`config.mk`:
```
export PLATFORM = sky130hd
export DESIGN_NAME = bert_patgen
export DESIGN_NICKNAME = d
export VERILOG_FILES = /design/src/rtl/bert_pkg.sv /design/src/rtl/bert_ctrl_reg.sv /design/src/rtl/bert_err_spacer.sv /design/src/rtl/bert_lfsr.sv /design/src/rtl/bert_patgen.sv
export SDC_FILE = /design/constraint.sdc
export NUM_CORES = 1
export LEC_CHECK = 0
export ABC_AREA = 1
export BUFFER_PORTS_ARGS = -buffer_cell sky130_fd_sc_hd__buf_2
export CORE_UTILIZATION = 62
export DETAILED_ROUTE_END_ITERATION = 8
export PLACE_DENSITY = 0.87
export SLEW_MARGIN = 0
export SYNTH_ARGS = -nofsm -noshare
export SYNTH_HDL_FRONTEND = slang
export SYNTH_SLANG_ARGS = --single-unit
```
`constraint.sdc`:
```
create_clock -name clk -period 3 [get_ports clk]
set_input_delay 0.75 -clock clk [delete_from_list [all_inputs] [get_ports clk]]
set_output_delay 0.75 -clock clk [all_outputs]
set_load 0.01 [all_outputs]
```
`src/rtl/bert_pkg.sv`:
```
package bert_pkg;
  localparam int CTRL_W     = 8;
  localparam int RATE_W     = 3;
  localparam int RATE_LSB   = 5;
  localparam int SHOT_BIT   = 4;
  localparam int RESEED_BIT = 0;

  // 10^n, evaluated at elaboration for counter reload values
  function automatic int pow10(input int n);
    int acc;
    acc = 1;
    for (int i = 0; i < n; i++) acc = acc * 10;
    return acc;
  endfunction
endpackage

```
`src/rtl/bert_ctrl_reg.sv`:
```
module bert_ctrl_reg
  import bert_pkg::*;
(
  input  logic              clk,
  input  logic              rst_n,
  input  logic              we,
  input  logic [RATE_W-1:0] wr_rate,
  input  logic              wr_shot,
  input  logic              wr_reseed,
  input  logic              xfer,
  output logic [RATE_W-1:0] rate_q,
  output logic              rate_wr,
  output logic              shot_q,
  output logic              reseed_q,
  output logic              reseed_go,
  output logic              shot_pend
);
  logic shot_rise;

  assign rate_wr   = we && (wr_rate != rate_q);
  assign shot_rise = we && wr_shot && !shot_q;
  assign reseed_go = we && wr_reseed && !reseed_q;

  always_ff @(posedge clk or negedge rst_n) begin
    if (!rst_n) begin
      rate_q    <= '0;
      shot_q    <= 1'b0;
      reseed_q  <= 1'b0;
      shot_pend <= 1'b0;
    end else begin
      if (we) begin
        rate_q   <= wr_rate;
        shot_q   <= wr_shot;
        reseed_q <= wr_reseed;
      end
      // an arming edge wins over consumption on the same clock
      shot_pend <= shot_rise || (shot_pend && !xfer);
    end
  end
endmodule

```
`src/rtl/bert_err_spacer.sv`:
```
module bert_err_spacer
  import bert_pkg::*;
#(
  parameter int CNT_W = 24
) (
  input  logic              clk,
  input  logic              rst_n,
  input  logic [RATE_W-1:0] rate_q,
  input  logic              rate_wr,
  input  logic [RATE_W-1:0] new_rate,
  input  logic              xfer,
  output logic              auto_hit
);
  localparam int CODES = 2 ** RATE_W;

  logic [CNT_W-1:0] reload_tab [CODES];
  logic [CNT_W-1:0] cnt;

  generate
    for (genvar g = 0; g < CODES; g++) begin : g_tab
      assign reload_tab[g] = CNT_W'(pow10(g));
    end
  endgenerate

  assign auto_hit = (rate_q != '0) && (cnt == CNT_W'(1));

  always_ff @(posedge clk or negedge rst_n) begin
    if (!rst_n)                    cnt <= CNT_W'(1);
    else if (rate_wr)              cnt <= reload_tab[new_rate];
    else if (xfer && rate_q != '0) cnt <= auto_hit ? reload_tab[rate_q] : cnt - CNT_W'(1);
  end
endmodule

```
`src/rtl/bert_lfsr.sv`:
```
module bert_lfsr #(
  parameter int               PAT_W      = 32,
  parameter logic [PAT_W-1:0] RESET_SEED = 32'hACE1_0001
) (
  input  logic             clk,
  input  logic             rst_n,
  input  logic [PAT_W-1:0] taps,
  input  logic [PAT_W-1:0] seed,
  input  logic             load,
  input  logic             step,
  output logic             msb
);
  logic [PAT_W-1:0] state;
  logic             fb;

  assign fb  = ^(state & taps);
  assign msb = state[PAT_W-1];

  always_ff @(posedge clk or negedge rst_n) begin
    if (!rst_n)    state <= RESET_SEED;
    else if (load) state <= seed;
    else if (step) state <= {state[PAT_W-2:0], fb};
  end
endmodule

```
`src/rtl/bert_patgen.sv`:
```
module bert_patgen
  import bert_pkg::*;
#(
  parameter int               PAT_W      = 32,
  parameter logic [PAT_W-1:0] RESET_SEED = 32'hACE1_0001
) (
  input  logic              clk,
  input  logic              rst_n,
  input  logic              cfg_we,
  input  logic [CTRL_W-1:0] cfg_wdata,
  input  logic [PAT_W-1:0]  tap_mask,
  input  logic [PAT_W-1:0]  seed,
  output logic              tx_valid,
  input  logic              tx_ready,
  output logic              tx_bit
);
  localparam int CNT_W = $clog2(pow10(2 ** RATE_W - 1) + 1);

  logic              xfer, auto_hit, shot_pend, lfsr_msb;
  logic              rate_wr, shot_q, reseed_q, reseed_go;
  logic [RATE_W-1:0] rate_q;
  logic              unused_rsvd;

  assign unused_rsvd = ^cfg_wdata[SHOT_BIT-1:RESEED_BIT+1];
  assign xfer        = tx_valid && tx_ready;

  always_ff @(posedge clk or negedge rst_n) begin
    if (!rst_n) tx_valid <= 1'b0;
    else        tx_valid <= 1'b1;
  end

  bert_ctrl_reg u_ctrl (
    .clk       (clk),
    .rst_n     (rst_n),
    .we        (cfg_we),
    .wr_rate   (cfg_wdata[RATE_LSB +: RATE_W]),
    .wr_shot   (cfg_wdata[SHOT_BIT]),
    .wr_reseed (cfg_wdata[RESEED_BIT]),
    .xfer      (xfer),
    .rate_q    (rate_q),
    .rate_wr   (rate_wr),
    .shot_q    (shot_q),
    .reseed_q  (reseed_q),
    .reseed_go (reseed_go),
    .shot_pend (shot_pend)
  );

  bert_err_spacer #(.CNT_W(CNT_W)) u_space (
    .clk      (clk),
    .rst_n    (rst_n),
    .rate_q   (rate_q),
    .rate_wr  (rate_wr),
    .new_rate (cfg_wdata[RATE_LSB +: RATE_W]),
    .xfer     (xfer),
    .auto_hit (auto_hit)
  );

  bert_lfsr #(.PAT_W(PAT_W), .RESET_SEED(RESET_SEED)) u_pat (
    .clk   (clk),
    .rst_n (rst_n),
    .taps  (tap_mask),
    .seed  (seed),
    .load  (reseed_go),
    .step  (xfer),
    .msb   (lfsr_msb)
  );

  // one inversion whichever source asks, the stored pattern is untouched
  assign tx_bit = lfsr_msb ^ (auto_hit | shot_pend);
endmodule

```
Yosys cells after proc, flatten, opt, wreduce, memory -nomap -nowiden
Memory sizes are Yosys's and may differ from the RTL's.
Cells that the tools add are included.

cells by class
  bitwise operators = 5
  muxes and demuxes = 9
  $lt $le $gt $ge = 2
  reductions and logical operators = 17
  equality and inequality tests = 2
  add/subtract/negate cells = 1

operators by type and width
  operator                                                   number
  two-way mux 24 bit                                         7
  two-way mux 32 bit                                         2
  AND 32 bit                                                 1
  parity 32 bit                                              1
  equality test 24 x 1 -> 1 bit (second input constant)      1
  subtractor 24 x 1 -> 24 bit (second input constant)        1
  logical AND 1 bit                                          9
  greater-or-equal comparator 4 bit (second input constant)  2
  inverter 3 -> 4 bit                                        2
  nonzero test 2 bit                                         2
  logical NOT 1 bit                                          3
  != test 3 bit                                              1
  nonzero test 3 bit                                         1
  logical OR 1 bit                                           1
  OR 1 bit                                                   1
  XOR 1 bit                                                  1

storage, ports and cells
  output and inout port bits = 2
  input bits = 76
  word-level logic and storage cells = 45
  memory bits (read-only) = 384
  bits in registers = 63
  memories kept = 2

memory list
  memory            depth  width  read ports  clocked after memory_dff  write ports  RTL line               text
  (name not given)  8      24     1           0                         0            bert_err_spacer.sv:29  else if (rate_wr) cnt <= reload_tab[new_rate];
  (name not given)  8      24     1           0                         0            bert_err_spacer.sv:30  else if (xfer && rate_q != '0) cnt <= auto_hit ? reload_tab[rate_q] : cnt - CNT_W'(1);

Logic depth before layout (Yosys ltp)
  depth in word-level cells = 7
  gate-level depth with buffers = 14
  depth with buffers taken out = 14

Cells and area by module
From an unflattened synthesis, not the netlist that was laid out.

unflattened totals
  cells, all modules = 707
  area total of the unflattened synthesis = 4694.5 um^2

by module, submodules not included
  module           area an instance (um^2)  instances  cells each  sequential area each (um^2)
  bert_lfsr        2232.1                   1          338         812.0
  bert_err_spacer  2129.5                   1          323         601.8
  bert_ctrl_reg    276.5                    1          37          150.1
  bert_patgen      56.3                     1          9           25.0

Worst setup path before layout
No wires, ideal clock.

  path type = reg-to-output
  from = register u_ctrl.rate_q[0]
  to = output port tx_bit
  cell stages (with the launch flop) = 10
  data required time = 2.250 ns
  path buffers = 1
  data arrival time = 1.563 ns
  setup slack = 0.687 ns
  path through = dfrtp_1 > inv_1 > ha_1 > nand2_4 > nand3_2 > nor2_2 > nand2_2 > buf_6 > nand2_1 > xor2_1

between the ends
  word-level cells in the longest chain between the ends = 4

RTL lines
  what                    RTL line               text
  start, declared         bert_ctrl_reg.sv:11    output logic [RATE_W-1:0] rate_q,
  start signal, assigned  bert_ctrl_reg.sv:32    rate_q <= wr_rate;
  nonzero test 3 bit      bert_err_spacer.sv:25  assign auto_hit = (rate_q != '0) && (cnt == CNT_W'(1));
  logical AND 1 bit       bert_err_spacer.sv:25
  OR 1 bit                bert_patgen.sv:69      assign tx_bit = lfsr_msb ^ (auto_hit | shot_pend);
  XOR 1 bit               bert_patgen.sv:69
  end, declared           bert_patgen.sv:15      output logic tx_bit

No other way between the ends.

Worst setup path in the final report
Ends and elaborated chain as after synthesis.

==> qor.yml <==
placed_design:
  io_buffers: 74
  gp_congestion: 0.989
  dp.cells: 883
  hpwl_um: 9440
yosys:
  synth_ff_type: "dfrtp_1"
  ys_top_cells_by_count: "nand2_1 (276), inv_1 (105), nor2_1 (59), dfrtp_1 (53), nand3_1 (51)"
  synthMostInstantiatedCell: "nand2_1"
  yosysTopAreaCellShare: 0.282
  ys_ff_latch: 63
  ys_warn_count: 0
  synthTopCellsByArea: "dfrtp_1 (28%), nand2_1 (22%), inv_1 (8.4%), dfstp_2 (5.6%), o221ai_1 (5.6%)"
  postSynthCellCount: 720
  seq_area_frac_synth: 0.338
  synth_edf_count: 0
  synth_area_um2: 4700
  synth_top_area_cell: "dfrtp_1"
  ys_types: 37
  ys_async_sr_fraction: 1.00
  avgSynthCellArea_um2: 6.53
  syn_nets: 806
floorplan:
  start_util: 0.645
  die_area_um2: 7930
  fp-row-count: 31
  die_y_um: 89.1
  core_um2: 7290
  die_x_um: 89.1
  io_pins: 78
worst_hold_path:
  hp-class: "in -> async"
clock_tree:
  post_cts_buffers: 0
  cts_htree_levels: 3
  clock-sinks: 63
  cts_root_buf: "clkbuf_8"
  cts_tree: "built"
  ctsResizeCount: 0
  clk-insertion-delay-late_ns: 0.36
  clock_path_buffers: 2
  cts_buffers: 9
  clkTransAtPathRegs_ns: 0.07
  hold_buffers: 0
worst_setup_path:
  cp_max_fo: 6
  cp.required_ns: 2.25
  reg2reg_from: "u_space.cnt[0]"
  path_buf_inv: 2
  crit_path_max_incr_delay_ns: 0.48
  cp_cell_sequence: "inv_1, ha_1, nand2_4, nand3_2, nor2_2, nand2_2, nand2_1, xor2_1, buf_2"
  rr_worst_depth: 11
  worstSetupPathType: "reg -> out"
  critPathLaunchType: "flip-flop"
  rrSetupSlack_ns: 0.71
  timing.rr.end: "u_space.cnt[20]"
  end_kind: "output port"
  path_delay_family: "flip-flops"
  cp_slowest_cell: "dfrtp_1"
  arrival_ns: 2.02
final_layout:
  area_delta_synth_final_pct: 13.7
  final_layout_size_suffix_gt1_frac: 0.164
  multi_input_area_um2: 2590
  instances_no_fill: 899
  regArea_um2: 1590
  final_util: 0.733
  nets: 881
  num_antenna_cells: 0
  fillers: 637
global_route:
  grt-ovfl-total: 0
  grt_pass1_vias: 4421
  antenna_found_initial: 0
  grt_max_degree: 34
  grt_usage: 0.327
  grt_pass1_wl_um: 19800
timing:
  rsz0062_at_grt: "false"
  period_needed_ns: 2.77
  fin_worst_skew_ns: 0.0104
  worst_slew_pin_slew_ns: 0.742
  max_freq_ghz: 0.361
  max_slew_margin: 0.506
  tns_ns: 0
  finalMaxSlewViolations: 0
  fin_crit_sh: 0.924
  finalSetupViolCount: 0
  hold_viol: 0
routing:
  routed_wl_um: 12300
  via_per_inst: 5.43
  drc: 0
  first_pass_iters: 5
  num_vias: 4885
  ant_nets: 0
  wl_per_cell_um: 13.7
  drtIter0Drc: 342
power:
  leakage_nw: 2.90
  vdd_drop_max_mv: 0.320
  power_density_nw_per_um2: 585
status:
  status: "finished clean"
run:
  max_cap_viol_count: 0
==> area by class of cell <==
type,count,area share
multi-input combinational,529,0.485
clock inverter,5,0.00608
inverter,111,0.0786
clock buffer,11,0.0283
timing repair buffer,81,0.0814
sequential,63,0.297
tap,99,0.0232
==> per-layer routing <==
| layer | part of all wire | global-route usage | routed length [um] |
|---|---|---|---|
| met1 | 0.46 | 0.443 | 5660 |
| met2 | 0.47 | 0.526 | 5800 |
| met3 | 0.052 | 0.0563 | 645 |
| met4 | 0.018 | 0.123 | 227 |
| met5 | 0 | 0 | 0 |
==> worst max path at each step <==
stage                                start     end  slack, ns  cells after the start
after detailed placement  u_ctrl.rate_q[0]  tx_bit       0.62                      9
final                     u_ctrl.rate_q[0]  tx_bit       0.23                      9
after global placement    u_ctrl.rate_q[0]  tx_bit       0.65                      9
after global routing      u_ctrl.rate_q[0]  tx_bit       0.13                      9
after CTS                 u_ctrl.rate_q[0]  tx_bit       0.24                      9
after floorplan           u_ctrl.rate_q[0]  tx_bit       0.69                      9
==> layout by cell type, fill, tap and decap left out, drive strengths merged, types with 7 or more instances in the layout <==
master,n
nand2,281
ha,10
nand3,54
o21ai,29
nand4,10
nor3,7
xor2,10
buf,81
o221ai,30
inv,110
clkbuf,11
dfstp,10
nor2,65
a21oi,7
xnor2,8
dfrtp,53
==> registers in the layout, summed over array words and instances (netlist names) <==
register,flops
u_space.cnt,24
u_ctrl.shot_q,1
u_ctrl.rate_q,3
tx_valid,1
u_ctrl.shot_pend,1
u_pat.state,32
u_ctrl.reseed_q,1
==> power breakdown <==
group | internal [W] | switching, W
combinational | 0.000430 | 0.000781
sequential | 0.00105 | 0.000148
clock | 0.000342 | 0.000374
==> stage by stage <==
stage               total power, W  hold slack [ns]  setup slack [ns]  cell area, um^2
finish                     0.00313            0.449             0.227             5350
global route               0.00335            0.484             0.133             5350
CTS                        0.00311            0.473             0.241             5350
detailed placement         0.00240            0.468             0.621             5160
global placement           0.00234            0.449             0.650             5160
floorplan                  0.00207            0.442             0.687             4700
==> kinds of logic (layout without fill, tap and decap cells) <==
| logic type | Yosys count | after routing | share of synthesized area |
|---|---|---|---|
| compound gates | 77 | 77 | 0.112 |
| fa+ha+maj | 10 | 10 | 0.0266 |
| xor+xnor | 18 | 18 | 0.0335 |
| simple gates | 423 | 423 | 0.378 |
| other cells | 1 | 1 | 0.000798 |
| flops | 63 | 63 | 0.338 |
| buf+inv | 128 | 208 | 0.111 |
Note: power is estimated with default switching activity, not from simulation.
